$ cat src/rtl/rxr_pkg.sv
`timescale 1ns/1ps
package rxr_pkg;
  typedef enum logic [2:0] {
    ST_IDLE, ST_FETCH, ST_CHECK, ST_FILL, ST_STATUS, ST_MARK, ST_DROP
  } rxr_state_e;

  localparam int OWN_POS   = 0;
  localparam int WRAP_POS  = 1;
  localparam int SOF_POS   = 14;
  localparam int EOF_POS   = 15;
  localparam int BCAST_POS = 31;
  localparam int LEN_W     = 12;
endpackage

$ cat src/rtl/rxr_ring_ptr.sv
`timescale 1ns/1ps
module rxr_ring_ptr #(
  parameter int RING_DEPTH = 32
) (
  input  logic        clk,
  input  logic        rst_n,
  input  logic        load,
  input  logic [31:0] base_in,
  input  logic        step,
  input  logic        wrap_mark,
  output logic [31:0] desc_addr
);
  localparam int IDX_W = (RING_DEPTH > 1) ? $clog2(RING_DEPTH) : 1;
  localparam logic [IDX_W-1:0] LAST_IDX = IDX_W'(RING_DEPTH - 1);

  logic [31:0]      base_q;
  logic [IDX_W-1:0] idx_q;

  always_ff @(posedge clk or negedge rst_n) begin
    if (!rst_n) begin
      base_q <= '0;
      idx_q  <= '0;
    end else if (load) begin
      base_q <= base_in;
      idx_q  <= '0;
    end else if (step) begin
      idx_q <= (wrap_mark || idx_q == LAST_IDX) ? '0 : idx_q + 1'b1;
    end
  end

  assign desc_addr = base_q + 32'({idx_q, 3'b000});

  // the walk returns to the base after a wrap
  p_wrap_return_r6: assert property (@(posedge clk) disable iff (!rst_n)
    (step && !load && (wrap_mark || idx_q == LAST_IDX)) |=> (idx_q == '0));

  // a load restarts at index 0 from the new base
  p_load_restart_r8: assert property (@(posedge clk) disable iff (!rst_n)
    load |=> (idx_q == '0 && base_q == $past(base_in)));
endmodule

$ cat src/rtl/rxr_fill_ctr.sv
`timescale 1ns/1ps
module rxr_fill_ctr #(
  parameter int BUF_BYTES = 128,
  parameter int LEN_W     = 12
) (
  input  logic                         clk,
  input  logic                         rst_n,
  input  logic                         frame_clr,
  input  logic                         buf_clr,
  input  logic                         beat,
  output logic [$clog2(BUF_BYTES)-1:0] off,
  output logic                         last_slot,
  output logic [LEN_W-1:0]             frame_len
);
  localparam int OFF_W = $clog2(BUF_BYTES);

  logic [OFF_W-1:0] off_q;
  logic [LEN_W-1:0] len_q;

  always_ff @(posedge clk or negedge rst_n) begin
    if (!rst_n) begin
      off_q <= '0;
      len_q <= '0;
    end else begin
      if (buf_clr)        off_q <= '0;
      else if (beat)      off_q <= off_q + 1'b1;
      if (frame_clr)      len_q <= '0;
      else if (beat)      len_q <= len_q + 1'b1;
    end
  end

  assign off       = off_q;
  assign last_slot = (off_q == OFF_W'(BUF_BYTES - 1));
  assign frame_len = len_q;

  // a full buffer rolls the offset back to the start
  p_buf_roll_r3: assert property (@(posedge clk) disable iff (!rst_n)
    (beat && last_slot && !buf_clr) |=> (off_q == '0));
endmodule

$ cat src/rtl/rxr_status_fmt.sv
`timescale 1ns/1ps
module rxr_status_fmt
  import rxr_pkg::*;
#(
  parameter int LW = 12
) (
  input  logic          is_first,
  input  logic          is_end,
  input  logic          bcast,
  input  logic [LW-1:0] len,
  output logic [31:0]   word
);
  always_comb begin
    word            = '0;
    word[SOF_POS]   = is_first;
    word[EOF_POS]   = is_end;
    word[BCAST_POS] = bcast && is_end;
    if (is_end) word[LW-1:0] = len;
  end
endmodule

$ cat src/rtl/rxr_ring_writer.sv
`timescale 1ns/1ps
module rxr_ring_writer
  import rxr_pkg::*;
#(
  parameter int RING_DEPTH = 32,
  parameter int BUF_BYTES  = 128
) (
  input  logic        clk,
  input  logic        rst_n,
  input  logic        rx_enable,
  input  logic        base_load,
  input  logic [31:0] base_value,
  input  logic        s_valid,
  output logic        s_ready,
  input  logic [7:0]  s_data,
  input  logic        s_first,
  input  logic        s_last,
  input  logic        s_bcast,
  output logic        mem_req,
  output logic        mem_we,
  output logic [31:0] mem_addr,
  output logic [3:0]  mem_be,
  output logic [31:0] mem_wdata,
  input  logic [31:0] mem_rdata,
  output logic        overrun_pulse
);
  localparam int OFF_W = $clog2(BUF_BYTES);

  rxr_state_e       st_q, st_d;
  logic [29:0]      buf_base_q;
  logic             wrap_q, first_q, end_q, bcast_q;
  logic             frame_clr, buf_clr, beat, step, ptr_load, last_slot;
  logic [OFF_W-1:0] off;
  logic [LEN_W-1:0] frame_len;
  logic [31:0]      desc_addr, byte_addr, status_word;

  assign ptr_load  = base_load && !rx_enable && (st_q == ST_IDLE);
  assign byte_addr = {buf_base_q, 2'b00} + 32'(off);

  rxr_ring_ptr #(.RING_DEPTH(RING_DEPTH)) u_ptr (
    .clk(clk), .rst_n(rst_n), .load(ptr_load), .base_in(base_value),
    .step(step), .wrap_mark(wrap_q), .desc_addr(desc_addr)
  );

  rxr_fill_ctr #(.BUF_BYTES(BUF_BYTES), .LEN_W(LEN_W)) u_fill (
    .clk(clk), .rst_n(rst_n), .frame_clr(frame_clr), .buf_clr(buf_clr),
    .beat(beat), .off(off), .last_slot(last_slot), .frame_len(frame_len)
  );

  rxr_status_fmt #(.LW(LEN_W)) u_fmt (
    .is_first(first_q), .is_end(end_q), .bcast(bcast_q),
    .len(frame_len), .word(status_word)
  );

  always_comb begin
    st_d          = st_q;
    s_ready       = 1'b0;
    mem_req       = 1'b0;
    mem_we        = 1'b0;
    mem_addr      = desc_addr;
    mem_be        = 4'hf;
    mem_wdata     = '0;
    overrun_pulse = 1'b0;
    frame_clr     = 1'b0;
    buf_clr       = 1'b0;
    beat          = 1'b0;
    step          = 1'b0;
    case (st_q)
      ST_IDLE: begin
        s_ready = rx_enable && !(s_valid && s_first);
        if (rx_enable && s_valid && s_first) begin
          st_d      = ST_FETCH;
          frame_clr = 1'b1;
        end
      end
      ST_FETCH: begin
        mem_req = 1'b1;
        st_d    = ST_CHECK;
      end
      ST_CHECK: begin
        if (mem_rdata[OWN_POS]) begin
          overrun_pulse = 1'b1;
          st_d          = ST_DROP;
        end else begin
          buf_clr = 1'b1;
          st_d    = ST_FILL;
        end
      end
      ST_FILL: begin
        s_ready = 1'b1;
        if (s_valid) begin
          beat      = 1'b1;
          mem_req   = 1'b1;
          mem_we    = 1'b1;
          mem_addr  = byte_addr;
          mem_be    = 4'b0001 << byte_addr[1:0];
          mem_wdata = {4{s_data}};
          if (s_last || last_slot) st_d = ST_STATUS;
        end
      end
      ST_STATUS: begin
        mem_req   = 1'b1;
        mem_we    = 1'b1;
        mem_addr  = desc_addr + 32'd4;
        mem_wdata = status_word;
        st_d      = ST_MARK;
      end
      ST_MARK: begin
        mem_req   = 1'b1;
        mem_we    = 1'b1;
        mem_wdata = {buf_base_q, wrap_q, 1'b1};
        step      = 1'b1;
        st_d      = end_q ? ST_IDLE : ST_FETCH;
      end
      ST_DROP: begin
        s_ready = 1'b1;
        if (s_valid && s_last) st_d = ST_IDLE;
      end
      default: st_d = ST_IDLE;
    endcase
  end

  always_ff @(posedge clk or negedge rst_n) begin
    if (!rst_n) begin
      st_q       <= ST_IDLE;
      buf_base_q <= '0;
      wrap_q     <= 1'b0;
      first_q    <= 1'b0;
      end_q      <= 1'b0;
      bcast_q    <= 1'b0;
    end else begin
      st_q <= st_d;
      if (st_q == ST_IDLE && st_d == ST_FETCH) begin
        first_q <= 1'b1;
        bcast_q <= s_bcast;
      end
      if (st_q == ST_CHECK && !mem_rdata[OWN_POS]) begin
        buf_base_q <= mem_rdata[31:2];
        wrap_q     <= mem_rdata[WRAP_POS];
      end
      if (st_q == ST_FILL && s_valid) end_q <= s_last;
      if (st_q == ST_MARK) first_q <= 1'b0;
    end
  end

  // status write is followed by the ownership write 4 bytes below
  p_status_then_mark_r5: assert property (@(posedge clk) disable iff (!rst_n)
    (mem_req && mem_we && mem_be == 4'hf && mem_addr[2]) |=>
    (mem_req && mem_we && mem_wdata[0] && mem_addr == $past(mem_addr) - 32'd4));

  // overrun pulse is one cycle long and writes nothing
  p_ovr_single_r7: assert property (@(posedge clk) disable iff (!rst_n)
    overrun_pulse |=> !overrun_pulse);
  p_ovr_quiet_r7: assert property (@(posedge clk) disable iff (!rst_n)
    overrun_pulse |-> !mem_req);

  // no beat is accepted while a descriptor is read
  p_read_stalls_r10: assert property (@(posedge clk) disable iff (!rst_n)
    (mem_req && !mem_we) |-> !s_ready);

  // the read data cycle issues no access; byte strobes match the lane
  p_read_gap_r2: assert property (@(posedge clk) disable iff (!rst_n)
    (mem_req && !mem_we) |=> !mem_req);
  p_byte_lane_r2: assert property (@(posedge clk) disable iff (!rst_n)
    (mem_req && mem_we && mem_be != 4'hf) |->
    ($onehot0(mem_be) && mem_be != 4'h0 && mem_be[mem_addr[1:0]]));

  // a base load while enabled changes nothing
  p_load_ignored_r8: assert property (@(posedge clk) disable iff (!rst_n)
    (base_load && rx_enable && st_q != ST_MARK) |=> $stable(desc_addr));
endmodule

$ cat config.mk
export PLATFORM = sky130hd
export DESIGN_NAME = rxr_ring_writer
export DESIGN_NICKNAME = d
export VERILOG_FILES = /design/src/rtl/rxr_pkg.sv /design/src/rtl/rxr_ring_ptr.sv /design/src/rtl/rxr_fill_ctr.sv /design/src/rtl/rxr_status_fmt.sv /design/src/rtl/rxr_ring_writer.sv
export SDC_FILE = /design/constraint.sdc
export NUM_CORES = 1
export LEC_CHECK = 0
export BUFFER_PORTS_ARGS = -buffer_cell sky130_fd_sc_hd__buf_2
export CAP_MARGIN = 20
export CORE_ASPECT_RATIO = 1.25
export CORE_MARGIN = 2
export CORE_UTILIZATION = 50
export DETAILED_ROUTE_END_ITERATION = 6
export GPL_ROUTABILITY_DRIVEN = 1
export MAX_ROUTING_LAYER = met4
export PLACE_DENSITY = 0.77
export SLEW_MARGIN = 10
export SYNTH_ARGS = -nofsm -noshare
export SYNTH_HDL_FRONTEND = slang
export SYNTH_HIERARCHICAL = 1
export SYNTH_SLANG_ARGS = --single-unit
$ cat constraint.sdc
create_clock -name clk -period 3.8 [get_ports clk]
set_input_delay 0.76 -clock clk [delete_from_list [all_inputs] [get_ports clk]]
set_output_delay 0.76 -clock clk [all_outputs]
set_load 0.01 [all_outputs]
Word level (Yosys, flattened, before mapping)
Index checks and enable logic that the tools add are counted.
{ "totals": {"in_bits": 80, "out_inout_bits": 72, "regBits": 93} }
{ "op_classes": {"n_shift": 1, "add_sub_neg": 6, "n_reduce_logical": 24, "eq_ne": 9, "mux": 35} }
{ "ops": {"columns": ["cell", "n"], "rows": [
  ["32-bit one-hot mux with 3 select lines", 1],
  ["32-bit 2-to-1 mux", 2],
  ["32-bit one-hot mux with 2 select lines", 1],
  ["12-bit 2-to-1 mux", 3],
  ["32-bit by 3-bit adder with 32-bit output, second input constant", 1],
  ["32-bit by 7-bit adder with 32-bit output", 1],
  ["32-bit by 8-bit adder with 32-bit output", 1],
  ["3-bit one-hot mux with 7 select lines", 1],
  ["3-bit 2-to-1 mux", 5],
  ["5-bit 2-to-1 mux", 3],
  ["7-bit 2-to-1 mux", 2],
  ["12-bit by 1-bit adder with 12-bit output, second input constant", 1],
  ["1-bit 2-to-1 mux", 12],
  ["1-bit logical AND", 11],
  ["3-bit == test, second input constant", 3],
  ["4-bit 2-to-1 mux", 2],
  ["2-bit nonzero test", 4],
  ["7-bit by 1-bit adder with 7-bit output, second input constant", 1],
  ["7-bit == test, second input constant", 1],
  ["3-bit by 1-bit == test with 1-bit output, second input constant", 2],
  ["3-bit by 2-bit == test with 1-bit output, second input constant", 2],
  ["1-bit one-hot mux with 2 select lines", 3],
  ["5-bit by 1-bit adder with 5-bit output, second input constant", 1],
  ["5-bit == test, second input constant", 1],
  ["6 further kinds", 10]
]} }

Longest topological paths before layout
Gate-level depths: netlist of the first run.
{ "logic_depth": {"word_depth": 9, "mapped_depth": 14, "ltp_nobuf": 11} }

Hierarchy
The synthesis of the first run kept the hierarchy.
{ "by_module_without_submodules": {"columns": ["module", "area_each_um2", "seq_area_each_um2", "cells_per_inst", "n_inst"], "rows": [
  ["rxr_ring_writer", 3673.5, 925.9, 433, 1],
  ["rxr_ring_ptr", 2183.3, 925.9, 196, 1],
  ["rxr_fill_ctr", 913.4, 475.5, 88, 1],
  ["rxr_status_fmt", 250.2, 0.0, 34, 1]
]} }

Worst setup path before layout of the first run
OpenSTA, ideal clock, no wires.
{ "synth_path": {"path_kind": "register to output", "from": "register u_ptr.idx_q[0]", "to": "output port mem_addr[26]", "setup_slack_ns": -0.097, "path_stages_with_launch": 12, "arrival_time_ns": 3.137, "cell_sequence": "dfrtp_1 > ha_1 > fa_1 > a21oi_1 > o21ai_0 > buf_2 > nand2_1 > xnor2_1 > nand4_1 > nor4_4 > nand3_2 > o311ai_0"} }
{ "synth_via": {"elab_chain_cells": 3} }
{ "synth_rtl": {"columns": ["item", "line_no", "source"], "rows": [
  ["start, declared", "rxr_ring_ptr.sv:17", "logic [IDX_W-1:0] idx_q;"],
  ["start signal, assigned", "rxr_ring_ptr.sv:27", "idx_q <= (wrap_mark || idx_q == LAST_IDX) ? '0 : idx_q + 1'b1;"],
  ["32-bit by 8-bit adder with 32-bit output", "rxr_ring_ptr.sv:31", "assign desc_addr = base_q + 32'({idx_q, 3'b000});"],
  ["named net desc_addr[9]", "rxr_ring_writer.sv:35", "logic [31:0] desc_addr, byte_addr, status_word;"],
  ["32-bit by 3-bit adder with 32-bit output", "rxr_ring_writer.sv:104", "mem_addr = desc_addr + 32'd4;"],
  ["32-bit one-hot mux with 2 select lines", "rxr_ring_writer.sv:68", "case (st_q)"],
  ["end, declared", "rxr_ring_writer.sv:21", "output logic [31:0] mem_addr,"]
]} }
The timed path passes the listed nets, and every way through them passes these cells.

Worst setup path in the final report of the first run
{ "layout_path": {"from": "register u_ptr.base_q[4]", "to": "output port mem_addr[30]"} }
{ "layout_via": {"elab_chain_cells": 3} }
{ "layout_rtl": {"columns": ["item", "line_no", "source"], "rows": [
  ["start, declared", "rxr_ring_ptr.sv:16", "logic [31:0] base_q;"],
  ["start signal, assigned", "rxr_ring_ptr.sv:24", "base_q <= base_in;"],
  ["32-bit by 8-bit adder with 32-bit output", "rxr_ring_ptr.sv:31", null],
  ["named net desc_addr[19]", "rxr_ring_writer.sv:35", null],
  ["32-bit by 3-bit adder with 32-bit output", "rxr_ring_writer.sv:104", null],
  ["32-bit one-hot mux with 2 select lines", "rxr_ring_writer.sv:68", null]
]} }
The timed path passes the listed nets, and every way through them passes these cells.

==> flow_metrics.env, run 1 <==
export IMPL_synth_top_area_cell="dfrtp_1"
export IMPL_synth_fa_ha_area_share_pct=3.244
export IMPL_internal_power_mw=3.741
export IMPL_hold_path_class="primary input to asynchronous set/reset pin"
export IMPL_initial_core_util_pct=51.05
export IMPL_layout_nets=1028
export IMPL_crit_path_end_kind="output port"
export IMPL_critPathTopFamily="simple AND/OR/NAND/NOR gates"
export IMPL_cp_startpoint="u_ptr/base_q[4]"
export IMPL_synth_simple_area_share_pct=23.08
export IMPL_dp_cells=1067
export IMPL_clkTransAtPathRegs_ns=0.07
export IMPL_worstPathArrival_ns=3.28
export IMPL_grt_max_degree=94
export IMPL_path_cells="buf_4 -> fa_2 -> a21oi_4 -> o21ai_2 -> buf_6 -> nand2_1 -> xnor2_1 -> nand3_2 -> nor4_4 -> nand4_1 -> mux2_2 -> o21ai_1 -> buf_2"
export IMPL_routed_wl_mm=21.14
export IMPL_timing_final_hold_violations=0
export IMPL_io_pins=152
export IMPL_io_buffers=151
export IMPL_min_period_over_period_pct=106.4
export IMPL_rsz0062_at_grt="yes"
export IMPL_layout_cells_non_filler=1111
export IMPL_yosysSeqAreaShare_pct=33.15
export IMPL_overflow=0
export IMPL_synth_cells=751
export IMPL_antenna_found_initial=0
export IMPL_synth_top_area_share_pct=33.15
export IMPL_n_antenna_cell=0
export IMPL_wire_per_inst_um=19.03
export IMPL_power_share_sequential_pct=30.7
export IMPL_core_area_um2=13750
export IMPL_dieWidth_um=110.0
export IMPL_cts_tree="built"
export IMPL_worst_slew_pin_slew_ns=0.6261
export IMPL_h_tree_depth=3
export IMPL_drt_iter0_markers=531
export IMPL_yosys_warnings=6
export IMPL_synth_most_common_cell="dfrtp_1"
export IMPL_cts_sinks=93
export IMPL_grt_usage_pct=28.51
export IMPL_die_area_um2=15010
export IMPL_synth_top_family_by_area="simple AND/OR/NAND/NOR gates"
export IMPL_crit_type="flop to output port"
export IMPL_critical_path_buf_inv_count=3
export IMPL_final_util_pct=64.22
export IMPL_clock_latency_ns=0.36
export IMPL_synth_edf_count=0
export IMPL_outcome="finished, violations left"
export IMPL_die_h_um=136.5
export IMPL_fin_worst_skew_ns=0.01218
export IMPL_yosys_cell_types_count=61
export IMPL_synth_compound_area_share_pct=14.56
export IMPL_ant_nets=0
export IMPL_drc=0
export IMPL_route_vias_total=6791
export IMPL_power_net_switching_mw=3.073
export IMPL_gp_congestion=0.8918
export IMPL_startpoint_type="flop"
export IMPL_critical_path_peak_fanout=11
export IMPL_p_clk_share_pct=13.3
export IMPL_fmax_mhz=247.3
export IMPL_synth_commonest_cells="dfrtp_1 (93), mux2_2 (71), nand2_1 (54)"
export IMPL_finalCriticalPeriod_ns=4.043
export IMPL_syn_to_final_growth_pct=25.81
export IMPL_drive_gt1_share_pct=39.64
export IMPL_setup_viol=23
export IMPL_synth_area_leaders="dfrtp_1 (33%), mux2_2 (11%), xnor2_1 (5.7%)"
export IMPL_violations="negative setup slack"
export IMPL_p_leak_nw=4.021
export IMPL_num_rows=48
export IMPL_ys_ff_latch=93
export IMPL_max_stage_delay_ns=0.42
export IMPL_root_buffer="clkbuf_16"
export IMPL_worst_slack_ns=-0.2434
export IMPL_worstPathRequired_ns=3.04
export IMPL_clock_path_buffers=2
export IMPL_synthMuxAreaShare_pct=12.10
export IMPL_drt_pass1_iterations=5
export IMPL_rr_startpoint="st_q[2]"
export IMPL_cap_violations=0
export IMPL_dp_hpwl_mm=14.56
export IMPL_ys_flop_type="dfrtp_1"
export IMPL_grt_pass1_vias=6359
export IMPL_slew_viol_final=0
export IMPL_irDropWorstVdd_mv=0.5866
export IMPL_synthArstFlopShare_pct=100.0
export IMPL_swShare_pct=45.10
export IMPL_synth_xor_area_share_pct=8.109
export IMPL_slowest_stage="fa_2"
export IMPL_routed_via_density=6.113
export IMPL_power_frac_comb_pct=56.0
export IMPL_power_density_nw_per_um2=771.5
export IMPL_avgSynthCellArea_um2=9.348
export IMPL_syn_area_um2=7020
export IMPL_grt_pass1_wl_mm=32.25
export IMPL_slew_headroom_pct=58.00
export IMPL_numCtsBuffers=9
-- layer usage --
metal  share of wire, %  vias up  wire [um]  global-route usage, %
li1                   -     3131          -                      -
met1                 41     3305       8640                  36.23
met2                 50      311      10570                  46.42
met3                6.8       44       1433                  4.314
met4                2.3        0        495                  9.142
met5                  0        -          0                      -
-- worst register-to-register path, cell delays in order, from the launching register on --
cell and delay [ns]:
dfrtp_1 0.57, and3b_1 0.24, nand2_1 0.32, clkinv_1 0.63, o211ai_1 0.60, nor3_1 0.13
xnor2_1 0.18, nor2_1 0.06
-- cells in the final DEF, fill, tap and decap left out, types with 6 or more instances in the layout --
cell       Yosys  routed
buf_4         22      59
nor3_1        15      14
ha_1          15      11
o21ai_1        2       6
clkbuf_16      0       9
and2_2        10      10
a221o_1       33      33
o21ai_0       25      17
and2_1         7       7
nand4_1       35      35
a21oi_1       17      13
xnor2_2        0      11
and4_1        12      12
nand2_1       54      50
dfrtp_1       93      93
inv_1         11      11
xor2_1        19      18
buf_6          2       7
conb_1         1      17
xnor2_1       46      35
mux2_2        71      70
buf_2          7     151
nand4b_1       6       6
nor2_1        43      40
nand3_1       38      34
and3_1        25      25
o211ai_1      20      20
-- stage by stage --
stage	hold slack, ns	setup TNS, ns	setup WS, ns	instance area, um2	total power [mW]
floorplan	0.4510	0	0.03056	7092	4.077
global placement	0.4695	0	0.06222	8044	5.256
detailed placement	0.4737	0	0.004557	8044	5.311
CTS	0.4627	-1.824	-0.1799	8531	6.422
global route	0.4957	-6.258	-0.3602	8832	7.230
finish	0.4380	-3.690	-0.2434	8832	6.814
-- cell families after synthesis --
logic type,count (synthesis)
XOR/XNOR,65
other,1
flip-flops,93
multiplexers,76
buffers and inverters,78
adder cells (fa/ha/maj),17
AO/OA/AOI/OAI,138
AND/OR/NAND/NOR,283
-- cell type report --
type / instances / area, um2
Fill cell: 1105 / 4921
Multi-Input combinational cell: 596 / 4633
Sequential cell: 93 / 2327
Timing Repair Buffer: 219 / 1318
Clock buffer: 9 / 225.2
Tap cell: 175 / 219.0
Clock inverter: 7 / 65.06
Inverter: 12 / 45.04
-- state kept, by name, summed over array words and instances, names as in the netlist --
name,cells
bcast_q,1
buf_base_q,30
end_q,1
first_q,1
st_q,3
u_fill/frame_len,12
u_fill/off,7
u_ptr/base_q,32
u_ptr/idx_q,5
wrap_q,1
-- power by group through the flow --
stage	logic, mW	clock network (mW)	registers (mW)
finish	3.82	0.905	2.09
global route	4.12	0.952	2.16
CTS	3.46	0.919	2.05
detailed placement	3.27	0	2.04
global placement	3.22	0	2.04
floorplan	2.29	0	1.79
-- repair_timing --
action	CTS	global route
gates resized for setup	24	38
endpoints found under the hold margin	0	0
gates cloned	0	2
endpoints found under the setup margin	22	24
buffers inserted	10	16
hold buffers	0	0
pin swaps	17	30
-- worst paths after layout --
| check | end | cells past startpoint | slack, ns |
|---|---|---|---|
| setup / recovery | mem_addr[30] | 13 | -0.24 |
| hold / removal | buf_base_q[0] | 2 | 0.44 |
| setup reg to reg | u_fill/frame_len[9] | 7 | 0.97 |
| hold reg to reg | first_q | 1 | 0.49 |
| max in group asynchronous | u_ptr/base_q[29] | 2 | 2.96 |
| min in group clk | first_q | 1 | 0.49 |
Note: power is estimated with default switching activity, not from simulation.
==> inputs of run 2 (changes only) <==
ABC_AREA = 1   (was unset)
CORE_UTILIZATION = 52   (was 50)
PLACE_DENSITY = unset   (was 0.77)
PLACE_DENSITY_LB_ADDON = 0.08   (was unset)
==> flow_metrics.env, run 2 <==
export IMPL_outcome="finished, violations left"
export IMPL_violations="negative setup slack"
export IMPL_rsz0062_at_grt="yes"
export IMPL_core_area_um2=15700
export IMPL_critical_path_buf_inv_count=2
export IMPL_synth_cells=1363
export IMPL_ant_nets=0
export IMPL_finalCriticalPeriod_ns=3.856
export IMPL_worstPathRequired_ns=3.04
export IMPL_setup_viol=1
export IMPL_critPathTopFamily="simple AND/OR/NAND/NOR gates"
export IMPL_cap_violations=0
export IMPL_grt_pass1_wl_mm=41.90
export IMPL_fin_worst_skew_ns=0.009976
export IMPL_startpoint_type="flop"
export IMPL_worst_slew_pin_slew_ns=0.8257
export IMPL_avgSynthCellArea_um2=6.146
export IMPL_hold_path_class="primary input to asynchronous set/reset pin"
export IMPL_critPathCapture="mem_addr[14]"
export IMPL_synth_most_common_cell="nand2_1"
export IMPL_syn_to_final_growth_pct=19.21
export IMPL_layout_cells_non_filler=1725
export IMPL_initial_core_util_pct=53.36
export IMPL_hold_buffers=0
export IMPL_ys_ff_latch=93
export IMPL_gr_usage_met3_pct=3.918
export IMPL_layout_common_cells="nand2_1 (471), buf_2 (150), inv_1 (149)"
export IMPL_largest_register="u_ptr/base_q"
export IMPL_synth_commonest_cells="nand2_1 (496), inv_1 (153), nand3_1 (132)"
export IMPL_root_buffer="clkbuf_16"
export IMPL_power_mw=6.558
export IMPL_grt_busiest_layer="met2"
export IMPL_p_leak_nw=5.007
export IMPL_synth_top_area_cell="dfrtp_1"
export IMPL_synth_top_area_share_pct=27.78
export IMPL_syn_area_um2=8377
export IMPL_dp_hpwl_mm=20.15
export IMPL_io_pins=152
export IMPL_grt_pass1_vias=8506
export IMPL_dieWidth_um=117.5
export IMPL_grtUsageMet2_pct=52.31
export IMPL_clock_latency_ns=0.36
export IMPL_final_common_cell="nand2_1"
export IMPL_drt_iter0_markers=667
export IMPL_r2r_end="u_ptr/idx_q[3]"
export IMPL_die_h_um=145.9
export IMPL_max_stage_delay_ns=0.42
export IMPL_drive_gt1_share_pct=21.48
export IMPL_route_vias_total=9167
export IMPL_yosys_warnings=6
export IMPL_slew_headroom_pct=44.82
export IMPL_drc=0
export IMPL_reg2reg_depth=7
export IMPL_fin_tns_setup_ns=-0.05599
export IMPL_crit_path_end_kind="output port"
export IMPL_slew_viol_final=0
export IMPL_nFillCells=1578
export IMPL_overflow=0
export IMPL_clkTransAtPathRegs_ns=0.08
export IMPL_cp_num_cells=16
export IMPL_timing_final_hold_violations=0
export IMPL_fmax_mhz=259.3
export IMPL_drt_pass1_iterations=5
export IMPL_path_cells="ha_4 -> fa_2 -> nand2_2 -> nand2_2 -> nand3_2 -> nand2_4 -> xor2_4 -> nand2_4 -> nor2_4 -> nand4_1 -> buf_4 -> nor3_4 -> nor2_1 -> a21oi_1 -> nand2_1 -> buf_2"
export IMPL_num_rows=51
export IMPL_slowest_stage="fa_2"
export IMPL_met1_usage_pct=38.25
export IMPL_h_tree_depth=3
export IMPL_gp_congestion=0.9660
export IMPL_synth_area_leaders="dfrtp_1 (28%), nand2_1 (22%), nand3_1 (7.9%)"
export IMPL_grt_max_degree=59
export IMPL_worstPathArrival_ns=3.10
export IMPL_yosys_cell_types_count=49
export IMPL_cts_tree="built"
export IMPL_crit_type="flop to output port"
export IMPL_min_period_over_period_pct=101.5
export IMPL_synthArstFlopShare_pct=100.0
export IMPL_largest_reg_flops=32
export IMPL_io_buffers=151
export IMPL_rr_startpoint="st_q[0]"
export IMPL_ys_flop_type="dfrtp_1"
export IMPL_irDropWorstVdd_mv=0.4591
export IMPL_antenna_found_initial=0
export IMPL_dp_cells=1692
export IMPL_routed_wl_mm=25.84
export IMPL_r2r_slack_ns=1.55
export IMPL_die_area_um2=17150
export IMPL_clock_path_buffers=2
export IMPL_cp_startpoint="u_ptr/idx_q[0]"
export IMPL_wire_per_inst_um=14.98
export IMPL_power_density_nw_per_um2=656.7
export IMPL_synth_edf_count=0
export IMPL_numCtsBuffers=9
export IMPL_worst_slack_ns=-0.05599
export IMPL_layout_nets=1605
export IMPL_critical_path_peak_fanout=7
export IMPL_cts_sinks=93
export IMPL_n_antenna_cell=0
export IMPL_grt_usage_pct=30.88
export IMPL_routed_via_density=5.314
export IMPL_yosysSeqAreaShare_pct=27.78
[run 2: where the power goes]
group	total (mW)	internal, mW	switching, mW	leakage, nW
logic	3.67	1.30	2.37	3.69
registers	1.99	1.41	0.577	1.18
clock network	0.904	0.460	0.444	0.145
total	6.56	3.17	3.39	5.01
[run 2: cells by family (layout without fill, tap and decap cells)]
kind of cell	Yosys count	count (layout)	synth area share [%]
AND/OR/NAND/NOR	846	846	44.00
buffers and inverters	226	360	12.16
flip-flops	93	93	27.78
other	1	17	0.04477
adder cells (fa/ha/maj)	17	17	2.718
AO/OA/AOI/OAI	167	167	11.93
XOR/XNOR	13	13	1.359
[run 2: metrics by stage]
step / utilization [%] / hold slack [ns] / area, um2 / setup WS [ns]
3_3_place_gp: 58.49 / 0.4572 / 9181 / 0.2026
2_1_floorplan: - / 0.4431 / 8437 / 0.4518
4_1_cts: 61.12 / 0.3588 / 9594 / 0.004883
5_1_grt: 63.61 / 0.3855 / 9986 / -0.1664
6_report: 63.61 / 0.3452 / 9986 / -0.05599
3_5_place_dp: 58.49 / 0.4604 / 9181 / 0.1152
[run 2: area by class of cell]
cell class	instances	area (um2)	area share, %
multi-input cells	1060	5485	54.93
flip-flops and latches	93	2328	23.32
repair buffers	181	999.7	10.01
inverters	163	614.3	6.152
well taps	212	265.3	2.656
clock buffers	9	225.2	2.255
clock inverters	7	67.56	0.6766
[run 2: timing repair]
| item | in CTS | in global routing |
|---|---|---|
| resized for setup | 20 | 71 |
| buffers inserted | 2 | 15 |
| endpoints found under the setup margin | 21 | 22 |
| pin swaps | 4 | 23 |
[run 2: worst min path at each step]
stage	startpoint	endpoint	slack, ns
global route	rst_n	buf_base_q[21]	0.39
global placement	u_ptr/base_q[0]	u_ptr/base_q[0]	0.46
CTS	rst_n	buf_base_q[21]	0.36
detailed placement	u_ptr/base_q[0]	u_ptr/base_q[0]	0.46
finish	rst_n	buf_base_q[21]	0.35
floorplan	u_ptr/base_q[0]	u_ptr/base_q[0]	0.44
[run 2: metal layers]
| metal | part of all wire, % | wire, um | vias to the layer above |
|---|---|---|---|
| met1 | 43 | 11070 | 4188 |
| met2 | 50 | 12800 | 276 |
| li1 | - | - | 4654 |
| met4 | 2.7 | 702 | 0 |
| met5 | 0 | 0 | - |
| met3 | 4.9 | 1269 | 49 |
